==> src/rtl/conv_seq_pkg.sv <==
package conv_seq_pkg;
  typedef enum logic [1:0] {
    SEQ_IDLE = 2'd0,
    SEQ_PRE  = 2'd1,
    SEQ_RUN  = 2'd2
  } seq_state_t;
endpackage

==> src/rtl/sc_clk_div.sv <==
module sc_clk_div #(
  parameter int DIV_LOG2 = 2
) (
  input  logic                clk,
  input  logic                rst,
  input  logic                load,
  input  logic [DIV_LOG2-1:0] load_val,
  output logic [DIV_LOG2-1:0] phase,
  output logic                tick
);
  localparam logic [DIV_LOG2-1:0] PH_LAST = '1;

  always_ff @(posedge clk) begin
    if (rst)       phase <= '0;
    else if (load) phase <= load_val;
    else           phase <= phase + 1'b1;
  end

  assign tick = (phase == PH_LAST);
endmodule

==> src/rtl/sc_frame_ctr.sv <==
module sc_frame_ctr #(
  parameter int FRAME_PER = 1280,
  parameter int FW        = $clog2(FRAME_PER)
) (
  input  logic          clk,
  input  logic          rst,
  input  logic          clear,
  input  logic          advance,
  output logic [FW-1:0] count,
  output logic          at_last
);
  localparam logic [FW-1:0] LAST = FW'(FRAME_PER - 1);

  always_ff @(posedge clk) begin
    if (rst || clear)  count <= '0;
    else if (advance)  count <= at_last ? '0 : count + 1'b1;
  end

  assign at_last = (count == LAST);
endmodule

==> src/rtl/sc_trigger.sv <==
module sc_trigger (
  input  logic clk,
  input  logic rst,
  input  logic chip_sel,
  input  logic wr_n,
  output logic fire
);
  logic wr_n_q;

  always_ff @(posedge clk) begin
    if (rst) wr_n_q <= 1'b1;
    else     wr_n_q <= wr_n;
  end

  assign fire = chip_sel && !wr_n && wr_n_q;
endmodule

==> src/rtl/conv_sequencer.sv <==
module conv_sequencer
  import conv_seq_pkg::*;
#(
  parameter int DIV_LOG2     = 2,
  parameter int FRAME_PER    = 1280,
  parameter int VALID_HALVES = 887
) (
  input  logic clk_osc,
  input  logic rst,
  input  logic cont_mode,
  input  logic chip_sel,
  input  logic wr_n,
  input  logic count_en,
  output logic sys_tick,
  output logic busy,
  output logic result_valid,
  output logic cnt_clear,
  output logic cnt_step
);
  localparam int DIV      = 1 << DIV_LOG2;
  localparam int FW       = $clog2(FRAME_PER);
  localparam int BUSY_PER = FRAME_PER - (VALID_HALVES + 1) / 2;
  localparam logic [DIV_LOG2-1:0] HALF_PH  = DIV_LOG2'(DIV / 2);
  localparam logic [FW-1:0]       BUSY_END = FW'(BUSY_PER);
  localparam logic [FW-1:0]       BUSY_LST = FW'(BUSY_PER - 1);

  seq_state_t          state;
  logic                again;
  logic                held;
  logic                fire;
  logic                start;
  logic                clr_pre;
  logic                clr_run;
  logic [DIV_LOG2-1:0] phase;
  logic                tick;
  logic [FW-1:0]       period;
  logic                at_last;
  logic                frame_end;

  sc_trigger u_trig (
    .clk      (clk_osc),
    .rst      (rst),
    .chip_sel (chip_sel),
    .wr_n     (wr_n),
    .fire     (fire)
  );

  sc_clk_div #(.DIV_LOG2(DIV_LOG2)) u_div (
    .clk      (clk_osc),
    .rst      (rst),
    .load     (start),
    .load_val (HALF_PH),
    .phase    (phase),
    .tick     (tick)
  );

  sc_frame_ctr #(.FRAME_PER(FRAME_PER), .FW(FW)) u_frame (
    .clk     (clk_osc),
    .rst     (rst),
    .clear   (state == SEQ_PRE),
    .advance ((state == SEQ_RUN) && tick),
    .count   (period),
    .at_last (at_last)
  );

  // Leaving idle parks the divider half a period before the frame start.
  assign start     = (state == SEQ_IDLE) && (cont_mode || fire);
  assign clr_pre   = (state == SEQ_PRE) && (phase == HALF_PH);
  assign clr_run   = (state == SEQ_RUN) && at_last && (phase == HALF_PH) && cont_mode;
  assign frame_end = (state == SEQ_RUN) && at_last && tick;

  always_ff @(posedge clk_osc) begin
    if (rst) begin
      state <= SEQ_IDLE;
      again <= 1'b0;
      held  <= 1'b0;
    end else begin
      case (state)
        SEQ_IDLE: if (start) state <= SEQ_PRE;
        SEQ_PRE:  if (tick)  state <= SEQ_RUN;
        SEQ_RUN:  if (frame_end && !again) state <= SEQ_IDLE;
        default:  state <= SEQ_IDLE;
      endcase

      if (clr_run)        again <= 1'b1;
      else if (frame_end) again <= 1'b0;

      if (cnt_clear) held <= 1'b0;
      else if ((state == SEQ_RUN) && tick && (period == BUSY_LST)) held <= 1'b1;
    end
  end

  assign sys_tick     = tick;
  assign busy         = (state == SEQ_RUN) && (period < BUSY_END);
  assign cnt_clear    = clr_pre || clr_run;
  assign result_valid = held && !cnt_clear;
  assign cnt_step     = count_en && busy && tick;
endmodule

==> config.mk <==
export PLATFORM = sky130hd
export DESIGN_NAME = conv_sequencer
export DESIGN_NICKNAME = d
export VERILOG_FILES = /design/src/rtl/conv_seq_pkg.sv /design/src/rtl/sc_clk_div.sv /design/src/rtl/sc_frame_ctr.sv /design/src/rtl/sc_trigger.sv /design/src/rtl/conv_sequencer.sv
export SDC_FILE = /design/constraint.sdc
export NUM_CORES = 1
export LEC_CHECK = 0
export ABC_AREA = 1
export BUFFER_PORTS_ARGS = -buffer_cell sky130_fd_sc_hd__buf_2
export CAP_MARGIN = 10
export CORE_MARGIN = 5
export CORE_UTILIZATION = 60
export CTS_CLUSTER_DIAMETER = 40
export DETAILED_ROUTE_END_ITERATION = 10
export PLACE_DENSITY = 0.81
export SLEW_MARGIN = 20
export SYNTH_ARGS = -nofsm -noshare
export SYNTH_HDL_FRONTEND = slang
export SYNTH_SLANG_ARGS = --single-unit
==> constraint.sdc <==
create_clock -name clk_osc -period 2.3 [get_ports clk_osc]
set_clock_uncertainty 0.2 [all_clocks]
set_input_delay 0.115 -clock clk_osc [delete_from_list [all_inputs] [get_ports clk_osc]]
set_output_delay 0.115 -clock clk_osc [all_outputs]
set_load 0.01 [all_outputs]
Word-level counts from Yosys, hierarchy flattened. Cells that the tools add are included.

Add/subtract/negate cells: 2. $lt $le $gt $ge: 1. Equal/unequal tests: 9. Muxes and demuxes: 8. Reduce and logical (&&, ||, !) cells: 26.

Operators with widths (number): logical AND 1 bit (15); adder 11 x 1 -> 11 bit, second input constant (1); equality test 11 x 10 -> 1 bit, second input constant (1); equality test 11 bit, second input constant (1); < comparator 11 x 10 -> 1 bit, second input constant (1); 2-to-1 mux 11 bit (1); 2-to-1 mux 2 bit (4); equality test 2 bit, second input constant (3); one-hot mux 2 bit (3 select lines) (1); != test 2 bit, second input constant (2); OR reduction 2 bit (2); zero test 1 bit (3); logical OR 1 bit (3); AND reduction 3 bit (1); adder 2 x 1 -> 2 bit, second input constant (1); equality test 2 x 1 -> 1 bit, second input constant (1); zero test 2 bit (1); 2-to-1 mux 1 bit (2); != test 2 x 1 -> 1 bit, second input constant (1); nonzero test 2 bit (1).

Flip-flop bits (word level): 18. Input bits: 6. Logic and storage cells: 53.

Logic depth before layout (Yosys ltp). Gate-level depths: netlist (run 1).

Depth in word-level cells: 7. Depth in mapped cells: 8. Gate-level depth less buffers: 8.

By module. From an unflattened synthesis (run 1), not the netlist that was laid out.

Cells, all modules: 158. Area total of the unflattened synthesis: 1001.0 um2.

Modules (own cells, without submodules): sc_frame_ctr (times used 1, cells an instance 84, area each 578.1 um2, sequential area each 220.2 um2); conv_sequencer (times used 1, cells an instance 56, area each 295.3 um2, sequential area each 80.1 um2); sc_clk_div (times used 1, cells an instance 14, area each 93.8 um2, sequential area each 40.0 um2); sc_trigger (times used 1, cells an instance 4, area each 33.8 um2, sequential area each 20.0 um2).

Least setup slack after synthesis (run 1). No wires, ideal clock.

Path type: register to register. From: register u_div.phase[0]. To: register u_frame.count[7]. Library setup time: 0.113 ns. Arrival time: 1.222 ns. Data required time: 1.987 ns. Slack: 0.765 ns. Cell stages (with the launch flop): 9. Path buffers: 0. Period minus slack after synthesis: 1.535 ns. Cells stage by stage: dfxtp_1 -> ha_1 -> nand3_4 -> nor2_4 -> nand3_2 -> nand2_2 -> inv_2 -> nand2_1 -> nor2_1.

Word-level cells in the longest chain between the ends: 2.

RTL lines: start, declared (line sc_clk_div.sv:8) `output logic [DIV_LOG2-1:0] phase,`; start signal, assigned (line sc_clk_div.sv:15) `else if (load) phase <= load_val;`; start signal, assigned (line sc_clk_div.sv:16) `else phase <= phase + 1'b1;`; equality test 2 bit (line sc_clk_div.sv:19) `assign tick = (phase == PH_LAST);`; named net sys_tick (line conv_sequencer.sv:14) `output logic sys_tick,`; logical AND 1 bit (line conv_sequencer.sv:61) `.advance ((state == SEQ_RUN) && tick),`; end signal, assigned (line sc_frame_ctr.sv:16) `else if (advance) count <= at_last ? '0 : count + 1'b1;`; end, declared (line sc_frame_ctr.sv:9) `output logic [FW-1:0] count,`.

The timed path passes the listed nets, and every way through them passes these cells. A chain may end at the register's enable or synchronous reset.

Final worst setup path (run 1).
From: register u_frame.count[4]. To: output result_valid.

Word-level cells in the longest chain between the ends: 7.

RTL lines: equality test 11 bit (line sc_frame_ctr.sv:19) `assign at_last = (count == LAST);`; logical AND 1 bit (3 in series) (line conv_sequencer.sv:69) `assign clr_run = (state == SEQ_RUN) && at_last && (phase == HALF_PH) && cont_mode;`; logical OR 1 bit (line conv_sequencer.sv:95) `assign cnt_clear = clr_pre || clr_run;`; zero test 1 bit (line conv_sequencer.sv:96) `assign result_valid = held && !cnt_clear;`; logical AND 1 bit (line conv_sequencer.sv:96); end, declared (line conv_sequencer.sv:16) `output logic result_valid,`.

No other way between the ends.

==> flow_summary.json, run 1 <==
{
  "grt_pass1_wl_um": 3570,
  "swShare_pct": 23.9,
  "core_mm2": 0.00154,
  "syn_avg_cell_area_um2": 6.93,
  "fmax_mhz": 530,
  "tns_ns": 0,
  "antenna_cells": 0,
  "p_switching_w": 0.000137,
  "hold_ws_ns": 0.0190,
  "rsz0062_at_grt": "false",
  "drt-total-wl_um": 2060,
  "netlist_instances": 144,
  "rr_startpoint": "u_div.phase[0]$_SDFF_PP0_",
  "rrSetupSlack_ns": 0.68,
  "multiInputGateArea_um2": 541,
  "cellPowerDensity_mw_per_mm2": 506,
  "worst_pin_slew_ns": 0.269,
  "overflow": 0,
  "cts_setup_buffers": 0,
  "first_global_vias": 857,
  "start_util_pct": 64.8,
  "drt_iter0_drc": 39,
  "syn_area_um2": 998,
  "layout_commonest_cell": "nand2_1",
  "fin_crit_sh_pct": 82.0,
  "fin_area_mm2": 0.00113,
  "synth_cell_types": 21,
  "viasPerCell": 5.29,
  "clock_latency_ns": 0.29,
  "wl_per_cell_um": 11.6,
  "final_util_pct": 73.6,
  "root_buffer": "clkbuf_4",
  "htreeDepth": 1,
  "critPathLaunch": "u_frame.count[4]$_SDFFE_PP0P_",
  "nNetsFinal": 171,
  "power_frac_comb_pct": 9.7,
  "hold_path.class": "in2reg",
  "dp_cells": 170,
  "period_needed_ns": 1.89,
  "final_layout_size_suffix_gt1_share_pct": 18.0,
  "path_clk_slew_ns": 0.11,
  "report.final.slew_viol_count": 0,
  "endpoint_kind": "output pin",
  "p_leak_nw": 0.529,
  "register_area_um2": 360,
  "postCtsResizedCells": 0,
  "p_int_w": 0.000437,
  "grt_max_degree": 11,
  "status": "complete, no violations",
  "grt_util_all_layers_pct": 17.6,
  "irDropWorstVdd_mv": 0.437,
  "cts_tree": "yes",
  "crit_type": "reg2out",
  "min_from": "cont_mode",
  "post_dp_cell_area_mm2": 0.00107,
  "synth_fp_nets": 153,
  "antenna_found_initial": 0,
  "synth-seq-cells": 18,
  "clkPwrFrac_pct": 34.0,
  "rows": 14,
  "n_fill_cell": 122,
  "post-route-drc-count": 0,
  "cp_max_fo": 7,
  "synthToLayoutAreaGrowth_pct": 13.7,
  "ant_nets": 0,
  "critPathLaunchType": "flop",
  "yosysWarnings": 0,
  "hold_viol": 0,
  "dp_hpwl_um": 1590,
  "cts_buffers": 3,
  "crit_required_ns": 1.99,
  "cts_hold_buf": 3,
  "ioPinCount": 11,
  "instances_no_fill": 177,
  "die_width_um": 50.8,
  "die_area_mm2": 0.00258,
  "place.gp.congestion": 0.893,
  "ys_seq_area_share_pct": 36.1,
  "final_cell_mix": "nand2_1 (32), inv_1 (24), nor2_1 (22)",
  "seq_power_share_pct": 56.3,
  "finalSetupViolations": 0,
  "critPathArrivalTime_ns": 1.57,
  "die_h_um": 50.8,
  "timing.max_cap.violations": 0,
  "clockBufferDepth": 2,
  "first_pass_iters": 6,
  "portBuffers": 10,
  "numClockSinks": 18,
  "max_slew_margin_pct": 82.0,
  "vias": 937
}
[metal layers]
| metal | share of wire, % | up-vias | track usage (%) |
|---|---|---|---|
| met4 | 1.5 | 0 | 6.38 |
| met2 | 46 | 26 | 27.5 |
| met3 | 5.6 | 4 | 3.85 |
| li1 | - | 484 | - |
| met5 | 0 | - | 0 |
| met1 | 47 | 423 | 23.7 |
[power by group through the flow]
stage	combinational (W)	sequential (W)	clock [W]
after floorplan	0.0000356	0.000330	0
after global placement	0.0000503	0.000331	0
after detailed placement	0.0000515	0.000331	0
after CTS	0.0000556	0.000324	0.000198
after global routing	0.0000630	0.000325	0.000220
final	0.0000557	0.000324	0.000195
[state kept, by name, summed over array words and instances, names as in the netlist]
name           flops
u_div.phase        2
held               1
state              2
again              1
u_frame.count     11
u_trig.wr_n_q      1
[kinds of logic after synthesis]
| group | count (synthesis) | synth area share [%] |
|---|---|---|
| compound gates | 11 | 5.89 |
| flops | 18 | 36.1 |
| simple gates | 82 | 41.0 |
| xor+xnor | 4 | 3.51 |
| buf+inv | 26 | 9.78 |
| fa+ha+maj | 3 | 3.76 |
[worst max-delay path: stages (launching register included)]
cell and delay, ns:
dfxtp_1 0.48, nand2_2 0.11, nor2_4 0.19, nand4_1 0.20, nand2_1 0.13, nor2_1 0.04, buf_2 0.13
[synthesized netlist by cell type (all sizes together)]
cell type  count  area, µm²
nand2         35        144
nor2          27        124
inv           26       97.6
dfxtp         18        360
nand3         10       72.6
a21oi          8       40.0
nand4          5       31.3
nor3           4       31.3
xor2           4       35.0
ha             3       37.5
o21ai          2       10.0
a31o           1       8.76
or2            1       6.26
[layout make-up]
| cell class | count | share of cell area, % |
|---|---|---|
| inverters | 26 | 8.60 |
| multi-input cells | 100 | 47.6 |
| flip-flops and latches | 18 | 31.8 |
| clock buffers | 4 | 3.20 |
| repair buffers | 13 | 7.06 |
| well taps | 16 | 1.76 |
[path summary, 6_finish.rpt]
kind                                   endpoint  cells past startpoint
hold reg to reg               held$_SDFFE_PP0P_                      2
setup / recovery                   result_valid                      6
hold / removal        u_div.phase[0]$_SDFF_PP0_                      5
setup reg to reg  u_frame.count[7]$_SDFFE_PP0P_                      8
[metrics by stage]
step / setup WS (ns) / power, W
finish: 0.413 / 0.000575
detailed placement: 0.688 / 0.000382
floorplan: 0.765 / 0.000366
global placement: 0.755 / 0.000381
CTS: 0.413 / 0.000578
global route: 0.279 / 0.000608
(Power assumes the default switching activity.)
==> inputs of run 2 (changes only) <==
Settings changed: ABC_AREA 1 to 0, CORE_UTILIZATION 60 to 49, PLACE_DENSITY 0.81 to 0.72.
Clock period 2.3 ns to 1.63 ns, I/O delays scaled along.
==> run 2 against run 1 <==
The flow now finishes with violations (setup timing). Total power grew 43%. Critical path depth shrank 1. First-iteration DRC count shrank 69%. Largest power group unchanged.
==> flow_summary.json, run 2 <==
{
  "regMostFlops": "u_frame.count",
  "reg_top3": "u_frame.count x11, state x2, u_div.phase x2",
  "largest_register_ffs": 11,
  "ys_top_cells_by_area": "dfxtp_1 (40%), nor2_1 (5.8%), xor2_1 (4.9%)",
  "critPathArrivalTime_ns": 1.71,
  "first_global_vias": 843,
  "seq_power_share_pct": 56.3,
  "yosys.area_share.xor_xnor_pct": 8.75,
  "worst_pin_slew_ns": 0.343,
  "core_mm2": 0.00175,
  "grt_util_all_layers_pct": 17.8,
  "die_width_um": 52.9,
  "synth-seq-cells": 18,
  "syn_avg_cell_area_um2": 8.75,
  "cp_max_fo": 2,
  "finalSetupViolations": 7,
  "p_switching_w": 0.000189,
  "antenna_cells": 0,
  "synth_top_family_by_area": "simple AND/OR/NAND/NOR gates",
  "swShare_pct": 23.0,
  "rsz0062_at_grt": "true",
  "cts_buffers": 3,
  "p_int_w": 0.000634,
  "final_cell_mix": "buf_4 (22), nor2_1 (13), dfxtp_1 (13)",
  "synthSimpleGateAreaFrac_pct": 31.5,
  "syn_area_um2": 901,
  "finalWorstSetupSlack_ns": -0.358,
  "cts_tree": "yes",
  "cellPowerDensity_mw_per_mm2": 642,
  "ioPinCount": 11,
  "portBuffers": 10,
  "synth_top_cell_area_share_pct": 40.0,
  "register_area_um2": 369,
  "synthToLayoutAreaGrowth_pct": 42.4,
  "clockBufferDepth": 2,
  "power_frac_comb_pct": 10.8,
  "multiInputGateArea_um2": 567,
  "p_leak_nw": 0.530,
  "period_needed_ns": 1.99,
  "numClockSinks": 18,
  "hold_path.class": "in2reg",
  "synthAdderAreaFrac_pct": 4.17,
  "synth_compound_area_share_pct": 10.7,
  "post-route-drc-count": 0,
  "n_fill_cell": 147,
  "die_h_um": 52.9,
  "synth_cell_types": 32,
  "yosys.area.top_type": "dfxtp_1",
  "grt_max_degree": 11,
  "hold_viol": 0,
  "tns_ns": -0.861,
  "root_buffer": "clkbuf_4",
  "final_layout_size_suffix_gt1_share_pct": 41.8,
  "grt_pass1_wl_um": 3660,
  "place.gp.congestion": 0.839,
  "power_w": 0.000824,
  "drt-total-wl_um": 2120,
  "max_slew_margin_pct": 76.9,
  "endpoint_kind": "output pin",
  "ys_async_sr_fraction_pct": 0,
  "status": "finished with violations",
  "synth-main-ff-cell": "dfxtp_1",
  "layout_commonest_cell": "buf_4",
  "start_util_pct": 51.6,
  "rows": 15,
  "clock_latency_ns": 0.29,
  "nNetsFinal": 151,
  "ys_seq_area_share_pct": 40.0,
  "yosysWarnings": 0,
  "fin_crit_sh_pct": 122,
  "crit_type": "reg2out",
  "crit_required_ns": 1.35,
  "report.final.slew_viol_count": 0,
  "dp_hpwl_um": 1510,
  "first_pass_iters": 5,
  "ys_top_cells_by_count": "dfxtp_1 (18), nor2_1 (14), nand2_1 (8)",
  "critPathLaunchType": "flop",
  "violations": "setup timing",
  "htreeDepth": 1,
  "path_clk_slew_ns": 0.10,
  "vias": 873,
  "overflow": 0,
  "yosysMostFrequentCell": "dfxtp_1",
  "irDropWorstVdd_mv": 0.460,
  "clkPwrFrac_pct": 32.9,
  "fmax_mhz": 503,
  "drt_iter0_drc": 12,
  "synth_edf_count": 0,
  "synthMuxAreaShare_pct": 1.11,
  "antenna_found_initial": 0,
  "viasPerCell": 5.26,
  "ant_nets": 0,
  "netlist_instances": 103,
  "die_area_mm2": 0.00280,
  "synth_fp_nets": 112,
  "timing.max_cap.violations": 0,
  "wl_per_cell_um": 12.8
}
run 2: cell types whose count changed after synthesis, sizes merged, moves of 2 or more:
cell,change
nor2b,+5
nand2,-27
a21oi,-2
buf,+2
nor2,-13
nand2b,+2
nand3,-7
xnor2,+4
o21ai,+3
nor3b,+2
inv,-23
run 2: path summary, 6_finish.rpt:
kind	from	end	cells past startpoint	slack [ns]
hold / removal	chip_sel	state[0]$_SDFFE_PP0P_	5	0.09
setup reg to reg	u_frame.count[3]$_SDFFE_PP0P_	state[1]$_SDFFE_PP0P_	7	-0.04
hold reg to reg	u_div.phase[0]$_SDFF_PP0_	u_div.phase[0]$_SDFF_PP0_	1	0.26
setup / recovery	u_frame.count[4]$_SDFFE_PP0P_	cnt_step	5	-0.36
run 2: critical path: stages (launching register included):
cell and delay, ns:
dfxtp_2 0.33, or4_4 0.54, a21oi_2 0.13, o211a_1 0.15
and3_4 0.18, buf_6 0.09
run 2: layout make-up:
| type | instances | area share [%] |
|---|---|---|
| Multi-Input combinational cell | 80 | 44.2 |
| Timing Repair Buffer | 36 | 20.9 |
| Clock buffer | 4 | 2.83 |
| Tap cell | 25 | 2.44 |
| Sequential cell | 18 | 28.8 |
| Inverter | 3 | 0.878 |
run 2: repair_timing:
item,4_1_cts,5_1_grt
setup buffers,4,0
pin swaps,5,9
endpoints found under the setup margin,14,18
hold buffers,4,0
cloned,0,0
endpoints found under the hold margin,7,0
gates resized for setup,9,12
run 2: layer usage:
metal / up-vias / routed length, µm / GRT usage [%]
li1: 439 / - / -
met1: 417 / 931 / 22.1
met2: 15 / 1110 / 30.2
met3: 2 / 63 / 2.54
met4: 0 / 13 / 7.66
met5: - / 0 / 0
run 2: logic make-up (layout without fill, tap and decap cells):
| logic type | Yosys count | after routing |
|---|---|---|
| buf+inv | 5 | 43 |
| xor+xnor | 9 | 9 |
| flops | 18 | 18 |
| compound gates | 15 | 15 |
| mux | 1 | 1 |
| simple gates | 52 | 52 |
| fa+ha+maj | 3 | 3 |
run 2: power groups by stage:
stage	registers, W	logic (W)	clock network [W]
floorplan	0.000467	0.0000466	0
global placement	0.000467	0.0000697	0
detailed placement	0.000468	0.0000717	0
CTS	0.000459	0.0000847	0.000279
global route	0.000465	0.000100	0.000303
finish	0.000464	0.0000891	0.000271
run 2: stage by stage:
step / setup slack, ns / hold slack, ns / utilization (%) / instance area [µm²] / instances
final: -0.358 / 0.0899 / 73.5 / 1280 / 166
after global routing: -0.412 / 0.158 / 73.5 / 1280 / 166
after CTS: -0.373 / 0.0626 / 71.2 / 1240 / 166
after detailed placement: -0.0789 / 0.0955 / 63.7 / 1110 / 155
after global placement: -0.0518 / 0.0852 / 63.7 / 1110 / 155
after floorplan: -0.0282 / -0.0119 / - / 911 / 103
